## src/rtl/odgpio_ctrl.sv

```systemverilog
`timescale 1ns/1ps
module odgpio_ctrl #(
  parameter int DW       = 32,
  parameter int AW       = 32,
  parameter int OFF_OUT  = 'h00,
  parameter int OFF_DRV  = 'h04,
  parameter int OFF_ODS  = 'h18,
  parameter int OFF_LVL  = 'h1C
) (
  input  logic          clk,
  input  logic          rst_n,
  input  logic          wr_en,
  input  logic          rd_en,
  input  logic [AW-1:0] addr,
  input  logic [DW-1:0] wdata,
  output logic [DW-1:0] rdata,
  input  logic [DW-1:0] pad_in,
  output logic [DW-1:0] pad_out,
  output logic [DW-1:0] pad_oe
);
  localparam int NPIN = DW;

  logic [DW-1:0] out_q, drv_q, ods_q;
  logic [NPIN-1:0] sync1_q, sync2_q;
  logic [DW-1:0] lvl_word;
  logic [DW-1:0] rd_mux;

  wire hit_out = (addr == AW'(OFF_OUT));
  wire hit_drv = (addr == AW'(OFF_DRV));
  wire hit_ods = (addr == AW'(OFF_ODS));
  wire hit_lvl = (addr == AW'(OFF_LVL));
  wire hit_any = hit_out | hit_drv | hit_ods | hit_lvl;

  always_ff @(posedge clk or negedge rst_n) begin
    if (!rst_n) begin
      out_q <= '0;
      drv_q <= '0;
      ods_q <= '0;
    end else if (wr_en) begin
      if (hit_out) out_q <= wdata;
      if (hit_drv) drv_q <= wdata;
      if (hit_ods) ods_q <= wdata;
    end
  end

  always_ff @(posedge clk or negedge rst_n) begin
    if (!rst_n) begin
      sync1_q <= '0;
      sync2_q <= '0;
    end else begin
      sync1_q <= pad_in;
      sync2_q <= sync1_q;
    end
  end

  always_comb begin
    rd_mux = '0;
    if (hit_out) rd_mux = out_q;
    if (hit_drv) rd_mux = drv_q;
    if (hit_ods) rd_mux = ods_q;
    if (hit_lvl) rd_mux = lvl_word;
  end

  always_ff @(posedge clk or negedge rst_n) begin
    if (!rst_n)     rdata <= '0;
    else if (rd_en) rdata <= rd_mux;
  end

  for (genvar n = 0; n < NPIN; n++) begin : g_pin
    localparam int B = DW - 1 - n;
    assign lvl_word[B] = sync2_q[n];
    assign pad_out[n]  = ods_q[B] ? 1'b0 : out_q[B];
    assign pad_oe[n]   = ods_q[B] ? ~out_q[B] : drv_q[B];
  end

  AST_WR_OUT: assert property (@(posedge clk) disable iff (!rst_n)
    wr_en && hit_out |=> out_q == $past(wdata));
  AST_LVL_RO: assert property (@(posedge clk) disable iff (!rst_n)
    wr_en && hit_lvl |=> $stable(out_q) && $stable(drv_q) && $stable(ods_q));
  AST_RSVD_WR: assert property (@(posedge clk) disable iff (!rst_n)
    wr_en && !hit_any |=> $stable(out_q) && $stable(drv_q) && $stable(ods_q));
  AST_RSVD_RD: assert property (@(posedge clk) disable iff (!rst_n)
    rd_en && !hit_any |=> rdata == '0);
  AST_RD_HOLD: assert property (@(posedge clk) disable iff (!rst_n)
    !rd_en |=> $stable(rdata));
  AST_OD_NO_HIGH: assert property (@(posedge clk) disable iff (!rst_n)
    (pad_oe & pad_out & {<<{ods_q}}) == '0);
  AST_SYNC_2FF: assert property (@(posedge clk) disable iff (!rst_n)
    $stable(pad_in) && $past($stable(pad_in)) |-> sync2_q == pad_in);
endmodule

```

## config.mk

```make
export PLATFORM = sky130hd
export DESIGN_NAME = odgpio_ctrl
export DESIGN_NICKNAME = d
export VERILOG_FILES = /design/src/rtl/odgpio_ctrl.sv
export SDC_FILE = /design/constraint.sdc
export NUM_CORES = 1
export LEC_CHECK = 0
export ABC_AREA = 0
export BUFFER_PORTS_ARGS = -buffer_cell sky130_fd_sc_hd__buf_2
export CAP_MARGIN = 30
export CORE_UTILIZATION = 30
export DETAILED_ROUTE_END_ITERATION = 7
export HOLD_SLACK_MARGIN = 0.08
export PLACE_DENSITY = 0.57
export SETUP_SLACK_MARGIN = 0.15
export SLEW_MARGIN = 20
export SYNTH_ARGS = -nofsm -noshare
export SYNTH_HDL_FRONTEND = slang
export SYNTH_SLANG_ARGS = --single-unit
export TNS_END_PERCENT = 10
```

## constraint.sdc

```tcl
create_clock -name clk -period 2.5 [get_ports clk]
set_clock_uncertainty 0.2 [all_clocks]
set_input_delay 0.125 -clock clk [delete_from_list [all_inputs] [get_ports clk]]
set_output_delay 0.125 -clock clk [all_outputs]
set_load 0.02 [all_outputs]
```

==> impl_metrics.env <==
export IMPL_outcome="finished with violations"
export IMPL_violations="DRC"
export IMPL_power_switching_uw=1622
export IMPL_critical_path_max_stage_delay_ps=540
export IMPL_path_cells="dlygate4sd3_1 > buf_2 > nand2_1 > or3_1 > buf_4 > nor4_1 > nor4_1"
export IMPL_synth_area_per_cell_sq_um=12.94
export IMPL_drv_slew=0
export IMPL_met2_usage_pct=29.76
export IMPL_ys_ff_latch=192
export IMPL_yosysUniqueCellTypes=24
export IMPL_whs_endpoint="sync1_q[10]"
export IMPL_ys_async_sr_fraction_pct=100.0
export IMPL_syn_nets=719
export IMPL_synth_flop_cell="dfrtp_1"
export IMPL_yosysWarnings=0
export IMPL_port_buffer_count=195
export IMPL_rrSetupSlack_ps=1200
export IMPL_synthSimpleGateAreaFrac_pct=11.89
export IMPL_antenna_found_initial=1
export IMPL_synthMuxAreaShare_pct=17.49
export IMPL_globalRouteOverflowTotal=0
export IMPL_hp_class="input pin to flop"
export IMPL_worstMarginPinSlew_ps=846.0
export IMPL_met3_usage_pct=3.546
export IMPL_post_cts_resized=0
export IMPL_reg2reg_from="drv_q[13]"
export IMPL_cts_root_buf="clkbuf_16"
export IMPL_route_detailed_drc=26
export IMPL_power_frac_seq_pct=48.6
export IMPL_clockBufferDepth=2
export IMPL_numCtsBuffers=17
export IMPL_finalHoldViolations=0
export IMPL_viasPerCell=5.051
export IMPL_worstSetupPathType="input pin to flop"
export IMPL_max_cap_violations=0
export IMPL_dr_first_iter_drc_count=347
export IMPL_nFillCells=2552
export IMPL_peakVddDrop_mv=0.4408
export IMPL_synth_edf_count=0
export IMPL_grt_max_degree=70
export IMPL_grt_usage_pct=18.32
export IMPL_powerDensity_mw_per_mm2=614.2
export IMPL_setup_viol=0
export IMPL_wire_per_inst_microns=19.63
export IMPL_combPwrFrac_pct=7.6
export IMPL_rsz0062_at_grt="false"
export IMPL_routed_via_count=6228
export IMPL_place_area_sq_mm=0.009518
export IMPL_gp_congestion=0.7709
export IMPL_cp_arrival_ps=2130
export IMPL_first_pass_iters=7
export IMPL_required_ps=2580
export IMPL_core_sq_mm=0.02613
export IMPL_die_area_sq_mm=0.02736
export IMPL_cts_max_level=4
export IMPL_slowest_stage="dlygate4sd3_1"
export IMPL_syn_cell_area_sq_mm=0.008010
export IMPL_synthAdderAreaFrac_pct=0
export IMPL_setup_tns_ps=0
export IMPL_hold_ws_ps=118.1
export IMPL_grt_pass1_vias=6327
export IMPL_max_freq_ghz=0.4882
export IMPL_start_util_pct=30.65
export IMPL_path_max_fanout=18
export IMPL_internal_power_uw=5023
export IMPL_routed_wl_mm=24.21
export IMPL_grt_pass1_wl_mm=36.78
export IMPL_synth_compound_area_share_pct=6.186
export IMPL_hold_start="pad_in[10]"
export IMPL_drive_gt1_share_pct=31.33
export IMPL_rr_endpoint="rdata[13]"
export IMPL_fin_crit_sh_pct=81.93
export IMPL_synth_top_family_by_area="multiplexers"
export IMPL_ios=196
export IMPL_cts_tree="built"
export IMPL_synth_cells=619
export IMPL_die_y_microns=165.4
export IMPL_worst_r2r_cell_count=4
export IMPL_synth_top_cell_area_share_pct=59.98
export IMPL_fin_crit_ps=2048
export IMPL_clock_latency_ps=430
export IMPL_cp_common_cell="nor4_1"
export IMPL_p_leak_uw=0.005268
export IMPL_clock_power_share_pct=43.8
export IMPL_rows=59
export IMPL_p_sw_share_pct=24.41
export IMPL_busiest_layer="met2"
export IMPL_die_x_microns=165.4
export IMPL_yosys_area_share_xor_xnor_pct=0
export IMPL_endpoint_kind="flop"
export IMPL_cts_sinks=192
export IMPL_layout_nets=984
export IMPL_hold_depth=2
export IMPL_slew_headroom_pct=43.60
export IMPL_crit_path_start="rd_en"
export IMPL_clk_pin_slew_ps=80
export IMPL_dp_hpwl_mm=16.58
export IMPL_fin_area_sq_mm=0.01082
export IMPL_cp_start_kind="input pin"
export IMPL_ant_nets=0
export IMPL_area_growth_pct=35.07
export IMPL_ys_seq_area_share_pct=59.98
export IMPL_synth_area_leaders="dfrtp_1, mux2_1, nor4_1"
export IMPL_use_met1_pct=24.47
export IMPL_yosys_area_top_type="dfrtp_1"
==> placed cells by master, fill, tap and decap left out, types with 6 or more instances in the layout <==
cell           synthesis  routed
mux2i_1               32      32
buf_12                 0       6
mux2_2                13      13
nor3_1                33      33
mux2_1                83      83
dlygate4sd3_1          0      67
o22ai_1               32      32
inv_1                 33      33
nor2b_1               32      32
dfrtp_1              192     192
nor4_1                70      70
a221oi_1              32      32
clkbuf_16              0      17
buf_2                  3     194
buf_4                  3      24
==> routing by layer <==
metal	wire length, microns	share of wire (%)
met1	10590	44
met2	11730	48
met3	1421	5.9
met4	463	1.9
met5	0	0
==> synthesized netlist by cell type, drive strengths merged (4+ instances only) <==
master	number
dfrtp	192
inv	33
mux2	96
mux2i	32
a221oi	32
clkbuf	34
o22ai	32
nor4	73
nor2	4
buf	12
nor3	33
nor2b	32
==> how the worst max path moves through the flow <==
stage / end / slack (ps) / cells after the start
after floorplan: ods_q[10] / 420 / 5
after global placement: ods_q[13] / 220 / 7
after detailed placement: ods_q[12] / 150 / 7
after CTS: rdata[26] / 510 / 7
after global routing: rdata[25] / 350 / 7
final: rdata[26] / 450 / 7
==> state kept, by name, indices dropped and copies added, names as in the netlist <==
name	flops
out_q	32
sync1_q	32
drv_q	32
rdata	32
ods_q	32
sync2_q	32
==> critical path, delay by kind of cell <==
kind	cells	cell delay, ps
buf+inv	3	1180
simple gates	4	820
==> power groups by stage <==
stage / sequential (uW) / clock [uW] / combinational, uW
2_1_floorplan: 3310 / 0 / 120
3_3_place_gp: 3290 / 0 / 429
3_5_place_dp: 3290 / 0 / 428
4_1_cts: 3230 / 2990 / 510
5_1_grt: 3240 / 3130 / 555
6_report: 3230 / 2910 / 504
==> cell families (layout without fill, tap and decap cells) <==
kind of cell | after synthesis | count (layout)
AO/OA/AOI/OAI | 66 | 66
multiplexers | 128 | 128
buffers and inverters | 79 | 357
other | 0 | 1
AND/OR/NAND/NOR | 154 | 154
flip-flops | 192 | 192
==> cell type report <==
type                            count  area (sq um)  share of cell area [%]
Sequential cell                   192          4805                   44.41
Clock inverter                     14         198.9                   1.839
Inverter                           33         123.9                   1.145
Tap cell                          335         419.2                   3.874
Antenna cell                        1         2.502                 0.02313
Clock buffer                       18         429.2                   3.967
Timing Repair Buffer              292          1956                   18.08
Multi-Input combinational cell    348          2885                   26.67
==> metrics by stage <==
stage | instances | utilization (%) | power, uW | setup slack (ps)
after floorplan | 619 | - | 3432 | 418.0
after global placement | 1133 | 36.42 | 3719 | 224.5
after detailed placement | 1133 | 36.42 | 3718 | 147.3
after CTS | 1232 | 41.39 | 6726 | 506.1
after global routing | 1233 | 41.40 | 6917 | 350.5
final | 1233 | 41.40 | 6645 | 451.7
==> repair_timing <==
action                    4_1_cts  5_1_grt
hold buffers                   67        0
hold endpoints to repair      332        0
setup buffers                   0        0
No activity file was read; power rests on OpenSTA's default activity.
